==> src/rtl/opaddr_pkg.sv <==
package opaddr_pkg;

  localparam int ADDR_W = 16;
  localparam int DATA_W = 8;
  localparam int MODE_W = 4;
  localparam int LEN_W  = 2;
  localparam int REG_W  = 3;
  localparam int BANK_W = 2;

  typedef enum logic [MODE_W-1:0] {
    M_REG      = 4'd0,
    M_DIRECT   = 4'd1,
    M_IND_INT  = 4'd2,
    M_IND_XLO  = 4'd3,
    M_IND_DPTR = 4'd4,
    M_IMM8     = 4'd5,
    M_IMM16    = 4'd6,
    M_IDX_DPTR = 4'd7,
    M_IDX_PC   = 4'd8,
    M_JMP_IDX  = 4'd9,
    M_REL      = 4'd10
  } mode_e;

  typedef enum logic [1:0] {
    SP_IRAM  = 2'd0,
    SP_SFR   = 2'd1,
    SP_XDATA = 2'd2,
    SP_CODE  = 2'd3
  } space_e;

  typedef struct packed {
    logic [ADDR_W-1:0] addr;
    space_e            space;
    logic              imm;
    logic              jump;
    logic              illegal;
    logic [ADDR_W-1:0] next_pc;
    logic [ADDR_W-1:0] branch_pc;
  } result_t;

  localparam int RES_W = $bits(result_t);

  // Sequential advance: instruction address plus its length, wrapping.
  function automatic logic [ADDR_W-1:0] pc_advance(input logic [ADDR_W-1:0] a,
                                                   input logic [LEN_W-1:0]  len);
    return a + ADDR_W'(len);
  endfunction

  // Unsigned index added to a 16-bit base, wrapping.
  function automatic logic [ADDR_W-1:0] idx_sum(input logic [ADDR_W-1:0] base,
                                                input logic [DATA_W-1:0] ix);
    return base + ADDR_W'(ix);
  endfunction

  // Two's-complement byte offset added to the next PC, wrapping.
  function automatic logic [ADDR_W-1:0] rel_target(input logic [ADDR_W-1:0] nxt,
                                                   input logic [DATA_W-1:0] off);
    return nxt + {{(ADDR_W-DATA_W){off[DATA_W-1]}}, off};
  endfunction

endpackage

==> src/rtl/oag_ptr_sel.sv <==
module oag_ptr_sel
  import opaddr_pkg::*;
(
  input  logic              sel_r1,
  input  logic [DATA_W-1:0] r0_val,
  input  logic [DATA_W-1:0] r1_val,
  output logic [DATA_W-1:0] ptr
);
  always_comb ptr = sel_r1 ? r1_val : r0_val;
endmodule

==> src/rtl/oag_calc.sv <==
module oag_calc
  import opaddr_pkg::*;
(
  input  logic [MODE_W-1:0] mode,
  input  logic [ADDR_W-1:0] instr_addr,
  input  logic [LEN_W-1:0]  instr_len,
  input  logic [REG_W-1:0]  reg_sel,
  input  logic [BANK_W-1:0] bank,
  input  logic [DATA_W-1:0] ptr,
  input  logic [ADDR_W-1:0] dptr,
  input  logic [DATA_W-1:0] acc,
  input  logic [DATA_W-1:0] op_byte,
  output result_t           res
);
  localparam int PAD_B = ADDR_W - DATA_W;
  localparam int PAD_R = ADDR_W - BANK_W - REG_W;
  localparam int LOW_W = DATA_W - 1;

  logic [ADDR_W-1:0] nxt;
  logic [ADDR_W-1:0] tgt_idx;
  logic [ADDR_W-1:0] tgt_rel;
  logic              direct_hi;

  always_comb begin
    nxt       = pc_advance(instr_addr, instr_len);
    tgt_idx   = idx_sum(dptr, acc);
    tgt_rel   = rel_target(nxt, op_byte);
    direct_hi = op_byte[DATA_W-1];
  end

  always_comb begin
    res           = '0;
    res.next_pc   = nxt;
    res.branch_pc = nxt;
    case (mode_e'(mode))
      M_REG: begin
        res.addr  = {{PAD_R{1'b0}}, bank, reg_sel};
        res.space = SP_IRAM;
      end
      M_DIRECT: begin
        res.addr  = {{PAD_B{1'b0}}, op_byte};
        res.space = direct_hi ? SP_SFR : SP_IRAM;
      end
      M_IND_INT: begin
        res.addr  = {{(ADDR_W-LOW_W){1'b0}}, ptr[LOW_W-1:0]};
        res.space = SP_IRAM;
      end
      M_IND_XLO: begin
        res.addr  = {{PAD_B{1'b0}}, ptr};
        res.space = SP_XDATA;
      end
      M_IND_DPTR: begin
        res.addr  = dptr;
        res.space = SP_XDATA;
      end
      M_IMM8, M_IMM16: begin
        res.addr  = pc_advance(instr_addr, LEN_W'(1));
        res.space = SP_CODE;
        res.imm   = 1'b1;
      end
      M_IDX_DPTR: begin
        res.addr  = tgt_idx;
        res.space = SP_CODE;
      end
      M_IDX_PC: begin
        res.addr  = idx_sum(nxt, acc);
        res.space = SP_CODE;
      end
      M_JMP_IDX: begin
        res.addr      = tgt_idx;
        res.branch_pc = tgt_idx;
        res.space     = SP_CODE;
        res.jump      = 1'b1;
      end
      M_REL: begin
        res.addr      = tgt_rel;
        res.branch_pc = tgt_rel;
        res.space     = SP_CODE;
        res.jump      = 1'b1;
      end
      default: begin
        res.illegal = 1'b1;
      end
    endcase
  end

  always_comb begin
    if (res.imm) begin
      AST_IMM_NOT_JUMP: assert (!res.jump && !res.illegal);
    end
  end
endmodule

==> src/rtl/oag_reg.sv <==
module oag_reg #(
  parameter int W = 8
) (
  input  logic         clk,
  input  logic         rst_n,
  input  logic         en,
  input  logic [W-1:0] d,
  output logic [W-1:0] q
);
  always_ff @(posedge clk or negedge rst_n) begin
    if (!rst_n)  q <= '0;
    else if (en) q <= d;
  end
endmodule

==> src/rtl/opaddr_gen.sv <==
module opaddr_gen
  import opaddr_pkg::*;
(
  input  logic              clk,
  input  logic              rst_n,
  input  logic              in_valid,
  input  logic [MODE_W-1:0] mode,
  input  logic [ADDR_W-1:0] instr_addr,
  input  logic [LEN_W-1:0]  instr_len,
  input  logic [REG_W-1:0]  reg_sel,
  input  logic [BANK_W-1:0] bank,
  input  logic [DATA_W-1:0] r0_val,
  input  logic [DATA_W-1:0] r1_val,
  input  logic [ADDR_W-1:0] dptr,
  input  logic [DATA_W-1:0] acc,
  input  logic [DATA_W-1:0] op_byte,
  output logic              out_valid,
  output logic [ADDR_W-1:0] out_addr,
  output logic [1:0]        out_space,
  output logic              out_imm,
  output logic              out_jump,
  output logic              out_illegal,
  output logic [ADDR_W-1:0] out_next_pc,
  output logic [ADDR_W-1:0] out_branch_pc
);
  logic [DATA_W-1:0] ptr_sel;
  result_t           calc_res;
  result_t           held_res;
  logic [RES_W-1:0]  held_bits;

  oag_ptr_sel u_ptr (
    .sel_r1 (reg_sel[0]),
    .r0_val (r0_val),
    .r1_val (r1_val),
    .ptr    (ptr_sel)
  );

  oag_calc u_calc (
    .mode       (mode),
    .instr_addr (instr_addr),
    .instr_len  (instr_len),
    .reg_sel    (reg_sel),
    .bank       (bank),
    .ptr        (ptr_sel),
    .dptr       (dptr),
    .acc        (acc),
    .op_byte    (op_byte),
    .res        (calc_res)
  );

  oag_reg #(.W(RES_W)) u_res_q (
    .clk   (clk),
    .rst_n (rst_n),
    .en    (in_valid),
    .d     (calc_res),
    .q     (held_bits)
  );

  oag_reg #(.W(1)) u_vld_q (
    .clk   (clk),
    .rst_n (rst_n),
    .en    (1'b1),
    .d     (in_valid),
    .q     (out_valid)
  );

  always_comb begin
    held_res      = result_t'(held_bits);
    out_addr      = held_res.addr;
    out_space     = held_res.space;
    out_imm       = held_res.imm;
    out_jump      = held_res.jump;
    out_illegal   = held_res.illegal;
    out_next_pc   = held_res.next_pc;
    out_branch_pc = held_res.branch_pc;
  end

  AST_VALID_FOLLOWS: assert property (@(posedge clk) disable iff (!rst_n)
    in_valid |=> out_valid);
  AST_IDLE_HOLD: assert property (@(posedge clk) disable iff (!rst_n)
    !in_valid |=> !out_valid && $stable(out_addr) && $stable(out_next_pc));
  AST_DIRECT_SFR: assert property (@(posedge clk) disable iff (!rst_n)
    in_valid && mode == M_DIRECT && op_byte[DATA_W-1] |=> out_space == SP_SFR);
  AST_DIRECT_LOW: assert property (@(posedge clk) disable iff (!rst_n)
    in_valid && mode == M_DIRECT && !op_byte[DATA_W-1]
    |=> out_space == SP_IRAM && out_addr[ADDR_W-1:DATA_W-1] == '0);
  AST_RI_LOW128: assert property (@(posedge clk) disable iff (!rst_n)
    in_valid && mode == M_IND_INT |=> out_addr[ADDR_W-1:DATA_W-1] == '0);
  AST_RI_XPAGE: assert property (@(posedge clk) disable iff (!rst_n)
    in_valid && mode == M_IND_XLO
    |=> out_space == SP_XDATA && out_addr[ADDR_W-1:DATA_W] == '0);
  AST_IMM_CODE: assert property (@(posedge clk) disable iff (!rst_n)
    out_imm |-> out_space == SP_CODE);
  AST_JUMP_TARGET: assert property (@(posedge clk) disable iff (!rst_n)
    out_jump |-> out_branch_pc == out_addr && out_space == SP_CODE);
  AST_NEXT_PC: assert property (@(posedge clk) disable iff (!rst_n)
    in_valid |=> out_next_pc == ADDR_W'($past(instr_addr) + ADDR_W'($past(instr_len))));
  AST_NOJUMP_SEQ: assert property (@(posedge clk) disable iff (!rst_n)
    out_valid && !out_jump |-> out_branch_pc == out_next_pc);
  AST_ILLEGAL: assert property (@(posedge clk) disable iff (!rst_n)
    in_valid && mode > M_REL |=> out_illegal && !out_imm && !out_jump);
endmodule

==> config.mk <==
export PLATFORM = sky130hd
export DESIGN_NAME = opaddr_gen
export DESIGN_NICKNAME = d
export VERILOG_FILES = /design/src/rtl/opaddr_pkg.sv /design/src/rtl/oag_ptr_sel.sv /design/src/rtl/oag_calc.sv /design/src/rtl/oag_reg.sv /design/src/rtl/opaddr_gen.sv
export SDC_FILE = /design/constraint.sdc
export NUM_CORES = 1
export LEC_CHECK = 0
export ABC_AREA = 1
export BUFFER_PORTS_ARGS = -buffer_cell sky130_fd_sc_hd__clkbuf_2
export CAP_MARGIN = 20
export CORE_ASPECT_RATIO = 0.8
export CORE_UTILIZATION = 25
export CTS_CLUSTER_SIZE = 16
export DETAILED_ROUTE_END_ITERATION = 6
export PLACE_DENSITY = 0.4
export SYNTH_ARGS = -nofsm -noshare
export SYNTH_HDL_FRONTEND = slang
export SYNTH_SLANG_ARGS = --single-unit
==> constraint.sdc <==
create_clock -name clk -period 0.9 [get_ports clk]
set_clock_uncertainty 0.1 [all_clocks]
set_input_delay 0.09 -clock clk [delete_from_list [all_inputs] [get_ports clk]]
set_output_delay 0.09 -clock clk [all_outputs]
set_load 0.02 [all_outputs]
# == After elaboration in Yosys (flattened, before gate mapping) ==
# Cells that the tools add are included.
# word_totals
wordCells,29
inputBits,78
regBits,54
# classes
addsub,5
n_mux,7
n_reduce_logical,5
n_eq_ne,10
# ops
cell,n
$pmux 18 s9,1
$add 16x8->16,2
$pmux 16 s2,1
$add 16x1->16 const B,1
$add 16x16->16,1
$add 16x2->16,1
$eq 4x3->1 const B,4
$eq 4x4->1 const B,3
$reduce_or 11->1,1
$eq 4x2->1 const B,2
$mux 8,1
$reduce_or 2->1,3
$eq 4x1->1 const B,1
$logic_not 4->1,1
$mux 1,4

# == Longest topological paths before layout ==
# depth
word_depth,3
mapped_depth,20
ltp_nobuf,20

# == Cells and area by module ==
# A second synthesis with hierarchy kept.
# hier_totals
hier_cells,906
area_unflattened_um2,5662.9
# modules_own_cells
mod,area_per_inst_um2,instances,seq_area_each_um2,cells_per_inst
oag_calc,3477.1,1,0.0,650
oag_reg (u_res_q),2037.0,1,1326.3,224
oag_ptr_sel,105.1,1,0.0,26
oag_reg (u_vld_q),40.0,1,25.0,5
opaddr_gen,3.8,1,0.0,1

# == Least setup slack after synthesis ==
# No wires, ideal clock.
# synth_path
path_type,input -> register
from,input port instr_addr[0]
to,register u_res_q.q[52]
setup_slack_ns,-1.648
path_stages,17
setup_time_ns,0.117
required_ns,0.683
arrival_time_ns,2.332
path_buffers,0
cell_sequence,ha_1 > fa_1 > nand3_1 > nor2_4 > xor2_1 > ha_1 > nand2_1 > nor3_1 > nand2_1 > nand2_1 > nand3_2 > a21oi_4 > nand3_1 > nand3_1 > nand3_1 > nand2_1 > nand2_1
# synth_rtl
item,line_no,source
from (decl),opaddr_gen.sv:8,"input logic [ADDR_W-1:0] instr_addr,"
to (signal assigned),oag_reg.sv:11,if (!rst_n) q <= '0;
to (signal assigned),oag_reg.sv:12,else if (en) q <= d;
to (decl),oag_reg.sv:8,output logic [W-1:0] q

==> flow_summary_export.csv <==
group,metric,value,unit
synthesis,syn_nets,1005,
layout,mostFrequentLayoutCell,"buf_4",
synthesis,synthCells,886,
synthesis,synth_flop_cell,"dfrtp_1",
setup_path,cpMostUsedCell,"nand2_1",
synthesis,ys_ff_latch,54,
cts,worstSkewPairLatency,0.32,ns
placed_design,port_buffers,131,
routing,wirelength,29000,um
setup_path,criticalPathCategory,"input pin to flop",
routing,dr.first_iter.drc_count,492,
setup_path,critPathSlowestCell,"fa_2",
routing,routed_via_density,4.77,
synthesis,syn_area_per_cell,6.31,um^2
placed_design,gp_congestion,0.940,
power_and_ir_drop,p_leak,5.54,nW
worst_hold_path,holdPathEnd,"u_vld_q.q",
global_route,overflow,0,
sta,period_minus_slack,2.45,ns
setup_path,reg2reg_slack,-0.08,ns
synthesis,synth_area,5590,um^2
sta,setup_ws,-1.55,ns
setup_path,cp_max_fo,6,
cts,cts_root_buf,"clkbuf_16",
routing,vias,7717,
sta,worst_pin_slew,0.532,ns
sta,max_slew_margin,64.1,%
cts,clk_path_buf_depth,2,
floorplan,placeableCoreArea,21700,um^2
routing,antenna_left,0,
synthesis,yosysUniqueCellTypes,51,
layout,nets,1436,
flow_run,drv_cap,0,
setup_path,cpLargestDelayFamily,"simple AND/OR/NAND/NOR gates",
floorplan,rows,48,
layout,area_delta_synth_final,101,%
cts,clock-sinks,54,
worst_hold_path,min-delay-start,"in_valid",
sta,hold_viol_final,0,
layout,drive_above_1_share,53.9,%
run_status,violations,"negative setup slack",
placed_design,dp.cells,1550,
synthesis,ys_async_sr_fraction,100,%
setup_path,critical_path_buf_inv_count,2,
setup_path,timing.rr.start,"u_res_q.q[3]",
routing,routedWlPerCell,17.9,um
worst_hold_path,hold_depth,2,
routing,drc_errors,0,
cts,clk_transition_reported_paths,0.08,ns
sta,max_freq,0.409,GHz
setup_path,max_stage_delay,0.40,ns
setup_path,crit_chain,"buf_8 -> ha_4 -> fa_2 -> nand3_4 -> xnor2_2 -> ha_1 -> inv_1 -> nor3_2 -> nand2_1 -> nand2_2 -> nand3_4 -> a21oi_4 -> nand2_1 -> nand3_1 -> nand3b_1 -> nand2_1 -> nand2_1",
cts,cts_tree,"built",
setup_path,cp.required,1.00,ns
run_status,outcome,"finished with violations",
layout,layout_common_cells,"buf_4 (254), nand2_1 (234), buf_6 (83), inv_1 (79), clkbuf_2 (68)",
worst_hold_path,hold_class,"input pin to flop",
layout,final_cells,1618,
setup_path,reg2reg_depth,4,
global_route,grt_max_degree,47,
floorplan,fp.dieH,136,um
sta,rsz0062_at_grt,"true",
power_and_ir_drop,p_per_area,1050,nW/um^2
layout,n_fill_cell,2168,
floorplan,ioPinCount,132,
synthesis,synth-edff-count,0,
cts,cts_buffers,5,
sta,slew_violations,0,
setup_path,reg2reg_to,"u_res_q.q[3]",
placed_design,place_hpwl,23700,um
synthesis,yosysTopAreaCell,"dfrtp_1",
synthesis,yosys_warnings,0,
global_route,grt_pass1_vias,7221,
global_route,track_usage,25.0,%
sta,setup_violations,105,
power_and_ir_drop,vdd_ir_drop_max,0.660,mV
sta,tns,-55.86,ns
synthesis,yosysTopAreaCellShare,24.2,%
global_route,grt_pass1_wl,42700,um
synthesis,synth.top_cells.by_area,"dfrtp_1 (24%), nand2_1 (20%), ha_1 (8.3%), nand3_1 (6.8%), inv_1 (6.5%)",
routing,dr.pass1.iters,5,
synthesis,ys_seq_area_share,24.2,%
floorplan,dieArea,23000,um^2
setup_path,crit_arrival,2.55,ns
floorplan,die_w,169,um
setup_path,critPathCaptureType,"flop",
global_route,antenna_found_initial,0,
sta,fin_crit_sh,272,%
floorplan,initial_core_util,25.7,%
setup_path,start_kind,"input pin",
layout,diodes,0,
cts,cts.htree.levels,2,
flip-flops by register name (all words and copies together), names as in the netlist:
register   flops
u_vld_q.q      1
u_res_q.q     53
routing by layer:
metal | GRT usage (%) | share of wire, % | vias to the layer above | wire length (um)
met2 | 38.0 | 43 | 212 | 12500
li1 | - | - | 3819 | -
met3 | 3.27 | 5.0 | 35 | 1470
met1 | 36.8 | 49 | 3651 | 14300
met4 | 6.36 | 2.5 | 0 | 724
met5 | 0 | 0 | - | 0
through the flow:
stage               setup slack, ns  power, mW  instance area (um^2)  hold slack, ns  utilization (%)
global placement              -1.94       7.72                  8820         -0.0167             40.6
CTS                           -1.56       10.9                 10200          0.0344             46.8
detailed placement            -1.97       7.71                  8820         -0.0123             40.6
finish                        -1.55       11.8                 11300          0.0409             51.8
floorplan                     -1.46       5.20                  5940          -0.306                -
global route                  -1.67       12.5                 11300          0.0386             51.8
logic make-up after synthesis:
family                   count (synthesis)  share of synthesized area [%]
flip-flops                              54                           24.2
multiplexers                             1                          0.179
adder cells (fa/ha/maj)                 41                           9.72
AND/OR/NAND/NOR                        497                           39.1
buffers and inverters                  122                           8.44
AO/OA/AOI/OAI                          156                           16.0
XOR/XNOR                                15                           2.35
how the worst max path moves through the flow:
stage | cells after the start | startpoint | endpoint | slack (ns)
after global placement | 16 | instr_addr[0] | u_res_q.q[50] | -1.94
final | 17 | instr_addr[0] | u_res_q.q[48] | -1.55
after global routing | 18 | instr_addr[0] | u_res_q.q[48] | -1.67
after detailed placement | 16 | instr_addr[0] | u_res_q.q[50] | -1.97
after CTS | 18 | instr_addr[0] | u_res_q.q[48] | -1.56
after floorplan | 17 | instr_addr[0] | u_res_q.q[52] | -1.46
where the power goes:
| group | total (mW) | internal, mW | switching, mW |
|---|---|---|---|
| clock | 2.20 | 1.07 | 1.13 |
| sequential | 2.92 | 2.71 | 0.214 |
| combinational | 6.69 | 3.25 | 3.44 |
| total | 11.8 | 7.02 | 4.79 |
cell usage after synthesis (12+ instances only):
cell     instances
a21oi_1         50
nand2_1        291
ha_1            37
nand4_1         21
o21ai_0         61
inv_1           97
nor2_1          61
nand3_1         76
xor2_1          12
dfrtp_1         54
worst register-to-register path, delay by kind of cell, from the launching register on:
kind	cells	cell delay, ns
AND/OR/NAND/NOR	1	0.07
flip-flops	1	0.39
AO/OA/AOI/OAI	1	0.05
buffers and inverters	2	0.25
timing repair:
action	CTS	global route
hold endpoints to repair	54	0
pin swaps	63	66
hold buffers	1	0
setup endpoints to repair	104	104
cloned	0	0
setup buffers	29	38
resized for setup	229	258
final cells by class:
| type | instances | area (um^2) | share of cell area (%) |
|---|---|---|---|
| clock buffer | 5 | 125 | 1.11 |
| clock inverter | 3 | 28.8 | 0.256 |
| inverter | 104 | 435 | 3.87 |
| multi-input combinational | 710 | 5190 | 46.2 |
| sequential | 54 | 1350 | 12.0 |
| tap | 300 | 375 | 3.34 |
| timing repair buffer | 442 | 3740 | 33.3 |
Power figures use the tool's default switching activity.
